===== config.mk =====
export PLATFORM = sky130hd
export DESIGN_NAME = periodic_gate_gen
export DESIGN_NICKNAME = d
export VERILOG_FILES = /design/src/rtl/pgg_pkg.sv /design/src/rtl/pgg_cfg_collect.sv /design/src/rtl/pgg_half_timer.sv /design/src/rtl/periodic_gate_gen.sv
export SDC_FILE = /design/constraint.sdc
export NUM_CORES = 1
export LEC_CHECK = 0
export CAP_MARGIN = 20
export CORE_MARGIN = 3
export CORE_UTILIZATION = 59
export DETAILED_ROUTE_END_ITERATION = 10
export PLACE_DENSITY = 0.79
export RECOVER_POWER = 100
export SETUP_SLACK_MARGIN = 0.4
export SLEW_MARGIN = 30
export SYNTH_ARGS = -nofsm -noshare
export SYNTH_HDL_FRONTEND = slang
export SYNTH_HIERARCHICAL = 1
export SYNTH_SLANG_ARGS = --single-unit

===== constraint.sdc =====
create_clock -name clk -period 2.5 [get_ports clk]
set_input_delay 0.5 -clock clk [delete_from_list [all_inputs] [get_ports clk]]
set_output_delay 0.5 -clock clk [all_outputs]
set_load 0.1 [all_outputs]

===== src/rtl/pgg_pkg.sv =====
package pgg_pkg;
    typedef enum logic {
        GATE_LOW  = 1'b0,
        GATE_HIGH = 1'b1
    } gate_state_t;

    typedef enum logic {
        WAIT_LO = 1'b0,
        WAIT_HI = 1'b1
    } asm_state_t;
endpackage


===== src/rtl/pgg_cfg_collect.sv =====
module pgg_cfg_collect
    import pgg_pkg::*;
#(
    parameter int BYTE_W  = 8,
    parameter int TSW     = 2,
    parameter int G_MIN   = 2,
    parameter int G_RESET = 499,
    localparam int WORD_W = 2 * BYTE_W,
    localparam int GW     = WORD_W - TSW
) (
    input  logic              clk,
    input  logic              rst_n,
    input  logic              wr_i,
    input  logic [BYTE_W-1:0] byte_i,
    output logic [GW-1:0]     pend_g_o
);
    asm_state_t        st_q, st_d;
    logic [BYTE_W-1:0] lo_q;
    logic [WORD_W-1:0] word;
    logic [GW-1:0]     g_raw, g_fix;

    assign word  = {byte_i, lo_q};
    assign g_raw = word[WORD_W-1:TSW];
    assign g_fix = (g_raw < GW'(G_MIN)) ? GW'(G_MIN) : g_raw;

    always_comb begin
        st_d = st_q;
        unique case (st_q)
            WAIT_LO: if (wr_i) st_d = WAIT_HI;
            WAIT_HI: if (wr_i) st_d = WAIT_LO;
            default: st_d = WAIT_LO;
        endcase
    end

    always_ff @(posedge clk or negedge rst_n) begin
        if (!rst_n) begin
            st_q     <= WAIT_LO;
            lo_q     <= '0;
            pend_g_o <= GW'(G_RESET);
        end else begin
            st_q <= st_d;
            if (wr_i && st_q == WAIT_LO) lo_q <= byte_i;
            if (wr_i && st_q == WAIT_HI) pend_g_o <= g_fix;
        end
    end
endmodule


===== src/rtl/pgg_half_timer.sv =====
module pgg_half_timer #(
    parameter int GW      = 14,
    parameter int G_RESET = 499
) (
    input  logic          clk,
    input  logic          rst_n,
    input  logic          tick_i,
    input  logic [GW-1:0] pend_g_i,
    output logic [GW-1:0] act_g_o,
    output logic [GW-1:0] cnt_o,
    output logic          done_o
);
    assign done_o = tick_i && (cnt_o == act_g_o);

    always_ff @(posedge clk or negedge rst_n) begin
        if (!rst_n) begin
            cnt_o   <= '0;
            act_g_o <= GW'(G_RESET);
        end else if (tick_i) begin
            if (done_o) begin
                cnt_o   <= '0;
                act_g_o <= pend_g_i;
            end else begin
                cnt_o <= cnt_o + 1'b1;
            end
        end
    end
endmodule


===== src/rtl/periodic_gate_gen.sv =====
module periodic_gate_gen
    import pgg_pkg::*;
#(
    parameter int BYTE_W  = 8,
    parameter int TSW     = 2,
    parameter int G_MIN   = 2,
    parameter int G_RESET = 499
) (
    input  logic              clk,
    input  logic              rst_n,
    input  logic              ms_tick,
    input  logic              cfg_we,
    input  logic [BYTE_W-1:0] cfg_byte,
    output logic              gate_o
);
    localparam int GW = 2 * BYTE_W - TSW;

    logic [GW-1:0] pend_g, act_g, tmr_cnt;
    logic          half_done;
    gate_state_t   state_q, state_d;

    pgg_cfg_collect #(
        .BYTE_W(BYTE_W), .TSW(TSW), .G_MIN(G_MIN), .G_RESET(G_RESET)
    ) u_cfg (
        .clk(clk), .rst_n(rst_n), .wr_i(cfg_we), .byte_i(cfg_byte),
        .pend_g_o(pend_g)
    );

    pgg_half_timer #(.GW(GW), .G_RESET(G_RESET)) u_tmr (
        .clk(clk), .rst_n(rst_n), .tick_i(ms_tick), .pend_g_i(pend_g),
        .act_g_o(act_g), .cnt_o(tmr_cnt), .done_o(half_done)
    );

    always_comb begin
        state_d = state_q;
        unique case (state_q)
            GATE_LOW:  if (half_done) state_d = GATE_HIGH;
            GATE_HIGH: if (half_done) state_d = GATE_LOW;
            default:   state_d = GATE_LOW;
        endcase
    end

    always_ff @(posedge clk or negedge rst_n) begin
        if (!rst_n) state_q <= GATE_LOW;
        else        state_q <= state_d;
    end

    always_comb begin
        gate_o = (state_q == GATE_HIGH);
    end
endmodule


Word level (Yosys, flattened, before mapping)
Index checks and enable logic that the tools add are counted.
Widths: inputs -> output; s select.
{"block": "totals", "register_bits": 52, "in_bits": 12, "elab_cells": 23}
{"block": "classes", "add_sub_neg": 1, "order_cmp": 1, "n_eq_ne": 1, "muxes": 8, "n_bitwise": 2, "reduce_logical": 4}
{"operator": "$mux 14", "count": 2}
{"operator": "$add 14x1->14 const B", "count": 1}
{"operator": "$eq 14x14->1", "count": 1}
{"operator": "$lt 14x2->1 const B", "count": 1}
{"operator": "$mux 1", "count": 4}
{"operator": "$pmux 1 s2", "count": 2}
{"operator": "$logic_and 1x1->1", "count": 3}
{"operator": "$not 1->1", "count": 2}
{"operator": "$reduce_and 2->1", "count": 1}

Logic depth before layout (Yosys ltp)
{"block": "logic_depth", "ltp_word": 4, "mapped_depth": 7, "mapped_depth_nobuf": 5}

By module
The synthesis kept the hierarchy.
{"module": "pgg_half_timer", "instances": 1, "cells_per_inst": 122, "area_each_um2": 1431.4, "seq_area_each_um2": 709.4}
{"module": "pgg_cfg_collect", "instances": 1, "cells_per_inst": 55, "area_each_um2": 878.3, "seq_area_each_um2": 534.3}
{"module": "periodic_gate_gen", "instances": 1, "cells_per_inst": 2, "area_each_um2": 33.8, "seq_area_each_um2": 25.0}

Worst setup path before layout
Ideal clock, no wire load.
{"block": "synth_timing", "path_kind": "flip-flop to flip-flop", "startpoint": "register u_tmr.act_g_o[6]", "endpoint": "register u_tmr.act_g_o[10]", "setup_ns": 0.125, "arrival_ns": 1.877, "required_ns": 2.375, "setup_slack_ns": 0.498, "path_stages_with_launch": 6, "path_buffers": 1, "synth_period_minus_slack_ns": 2.002, "path_cell_list": "dfstp_2 -> xnor2_1 -> nand4_1 -> nor4_4 -> buf_6 -> mux2_4"}
{"block": "synth_via", "elab_chain_len": 3}
{"item": "start, declared", "line_no": "pgg_half_timer.sv:9", "rtl": "output logic [GW-1:0] act_g_o,"}
{"item": "start signal, assigned", "line_no": "pgg_half_timer.sv:18", "rtl": "act_g_o <= GW'(G_RESET);"}
{"item": "start signal, assigned", "line_no": "pgg_half_timer.sv:22", "rtl": "act_g_o <= pend_g_i;"}
{"item": "$eq 14x14->1", "line_no": "pgg_half_timer.sv:13", "rtl": "assign done_o = tick_i && (cnt_o == act_g_o);"}
{"item": "$logic_and 1x1->1", "line_no": "pgg_half_timer.sv:13"}
{"item": "$reduce_and 2->1 (no line)"}
No other way between the ends.
A chain may end at the register's enable or synchronous reset.

Worst setup path in the final report
{"block": "layout_timing", "startpoint": "input cfg_we", "endpoint": "register u_cfg.pend_g_o[12]"}
{"block": "layout_via", "elab_chain_len": 1}
{"item": "start, declared", "line_no": "periodic_gate_gen.sv:12", "rtl": "input logic cfg_we,"}
{"item": "$logic_and 1x1->1", "line_no": "pgg_cfg_collect.sv:43", "rtl": "if (wr_i && st_q == WAIT_HI) pend_g_o <= g_fix;"}
{"item": "end signal, assigned", "line_no": "pgg_cfg_collect.sv:39", "rtl": "pend_g_o <= GW'(G_RESET);"}
{"item": "end signal, assigned", "line_no": "pgg_cfg_collect.sv:43"}
{"item": "end, declared", "line_no": "pgg_cfg_collect.sv:15", "rtl": "output logic [GW-1:0] pend_g_o"}
No other way between the ends.

==> qor.yml <==
outcome: "finished clean"
cts_resized: 0
cts_root_buf: "clkbuf_8"
hold_buffers: 0
start_util: 0.626
grt_pass1_vias: 1520
synthXorXnorAreaFrac: 0.0972
rows: 22
grt_pass1_wl_um: 7140
syn_inst: 179
startpoint_type: "primary input"
grt_max_degree: 51
hold_viol: 0
area_growth_pct: 7.85
clock-sinks: 50
dieArea_um2: 4760
viasPerCell: 5.79
rr_startpoint: "u_tmr/act_g_o[5]"
slowest_delay_ns: 0.57
synth_fp_nets: 194
synth_top_family_by_area: "multiplexers"
synth.ff_latch_count: 50
path_buf_inv: 2
drv_slew: 0
diodes: 0
fillers: 265
ys_seq_area_frac: 0.541
syn_area_um2: 2340
cp.depth: 4
holdPathEnd: "gate_o"
critPathMaxFanout: 10
maxCapViolCount: 0
grt_use_total: 0.186
grt_overflow: 0
power_mw: 2.81
power_density_nw_per_um2: 1110
place_hpwl_um: 2990
grt_antenna_before_repair: 0
io_pins: 13
routed_wl_um: 4020
drive_above_1_share: 0.267
end_kind: "flop"
fp.coreArea_um2: 3740
cts_buffers: 5
r2r_end: "u_tmr/act_g_o[12]"
synth_fa_ha_area_frac: 0.0160
clk_latency_ns: 0.29
cp_top_family: "buffers and inverters"
regArea_um2: 1270
drt.antenna.violating_nets: 0
r2r_cells: 5
synth_warnings: 6
die_y_um: 69.0
ir_drop_v: 0.000557
worstPathCellList: "dlygate4sd3_1 > ha_1 > clkbuf_1 > mux2_1"
vias: 1408
synthMuxAreaShare: 0.172
skew_ns: 0.0110
synthSimpleGateAreaFrac: 0.129
setup_tns_ns: 0
cts_max_level: 2
clock_path_buffers: 2
drt-initial-drc-count: 153
nets: 209
fp.dieW_um: 69.0
port_buffers: 12
multi_input_comb_area_um2: 941
post-cts-setup-buffers: 0
post-route-drc-count: 0
rsz0062_at_grt: "no"
p_leak_nw: 1.06
syn_avg_cell_area_um2: 13.1
fmax_mhz: 488
worstHoldStart: "gate_o"
min_path_cells: 1
path_clk_slew_ns: 0.09
firstDrtPassIters: 4
period_share: 0.820
layout_min_cycle_time_ns: 2.05
cp.required_ns: 2.67
hp-class: "reg -> reg"
setup_violations: 0
synth_compound_area_frac: 0.00908
synth.distinct_cells: 30
worst_pin_slew_ns: 1.16
worstPathArrival_ns: 2.22
final_common_cell: "dfrtp_1"
critPathSlowestCell: "dlygate4sd3_1"
critPathKind: "in -> reg"
post_drt_wl_per_cell_um: 16.5
cts_tree: "yes"
r2r_slack_ns: 0.45
gp_congestion: 0.788
mostFrequentLayoutCells: "36 x dfrtp_1, 27 x mux2_2, 15 x xnor2_1"
slew_headroom: 0.226
[worst max-delay path by stage]
stage                                 from                  to  slack, ns
after floorplan           u_tmr/act_g_o[6]   u_tmr/act_g_o[10]       0.50
final                               cfg_we  u_cfg/pend_g_o[12]       0.45
after detailed placement           ms_tick     u_tmr/cnt_o[13]       0.30
after global placement             ms_tick     u_tmr/cnt_o[13]       0.33
after global routing      u_tmr/act_g_o[6]    u_tmr/act_g_o[9]       0.31
after CTS                 u_tmr/act_g_o[5]   u_tmr/act_g_o[13]       0.53
[cell type report]
class,count,area share
Multi-Input combinational cell,117,0.372
Inverter,3,0.00446
Sequential cell,50,0.502
Clock inverter,2,0.0149
Timing Repair Buffer,17,0.0540
Tap cell,48,0.0238
Clock buffer,6,0.0287
[logic make-up (layout without fill, tap and decap cells)]
group	after synthesis	count (layout)
and+or+nand+nor	50	50
buffers and inverters	12	28
xor gates and xnor gates	26	26
AOI/OAI and AO/OA	4	4
adders and majority gates	3	3
muxes	34	34
DFF	50	50
[where the power goes]
part | switching, mW | internal [mW] | leakage, nW
logic | 0.379 | 0.423 | 0.409
registers | 0.255 | 1.20 | 0.601
clock network | 0.247 | 0.299 | 0.0514
total | 0.881 | 1.92 | 1.06
[metrics by stage]
step / cells / hold slack [ns] / util / instance area, µm² / worst slack, ns
after floorplan: 179 / 0.204 / - / 2340 / 0.498
after global placement: 235 / 0.458 / 0.663 / 2480 / 0.334
after detailed placement: 235 / 0.499 / 0.663 / 2480 / 0.302
after CTS: 243 / 0.321 / 0.693 / 2590 / 0.533
after global routing: 243 / 0.524 / 0.675 / 2530 / 0.313
final: 243 / 0.498 / 0.675 / 2530 / 0.450
[synth_stat cells, drive strengths merged]
cell,n,area (µm²)
dfrtp,36,901
mux2,33,394
xnor2,15,131
dfstp,14,368
nand4,12,75.1
nor2,12,45.0
xor2,11,96.3
nand2,6,22.5
buf,5,43.8
nand3,5,25.0
clkbuf,4,26.3
nor4,4,40.0
and4,3,27.5
ha,3,37.5
inv,3,11.3
and2,2,12.5
and3,2,12.5
nand2b,2,12.5
o21ai,2,10.0
a21oi,1,5.00
mux2i,1,10.0
nor4b,1,23.8
o22ai,1,6.26
or3,1,6.26
[flip-flops by register name, summed over array words and instances, names as in the netlist]
signal,cells
u_cfg/lo_q,6
gate_o,1
u_tmr/cnt_o,14
u_cfg/pend_g_o,14
u_cfg/st_q,1
u_tmr/act_g_o,14
[routing by layer]
layer	vias up	global-route usage	routed length, µm
met5	-	0	0
met4	0	0.0694	91
met3	8	0.0496	173
met2	41	0.291	1950
met1	703	0.249	1800
li1	656	-	-
Note: power is estimated with default switching activity, not from simulation.
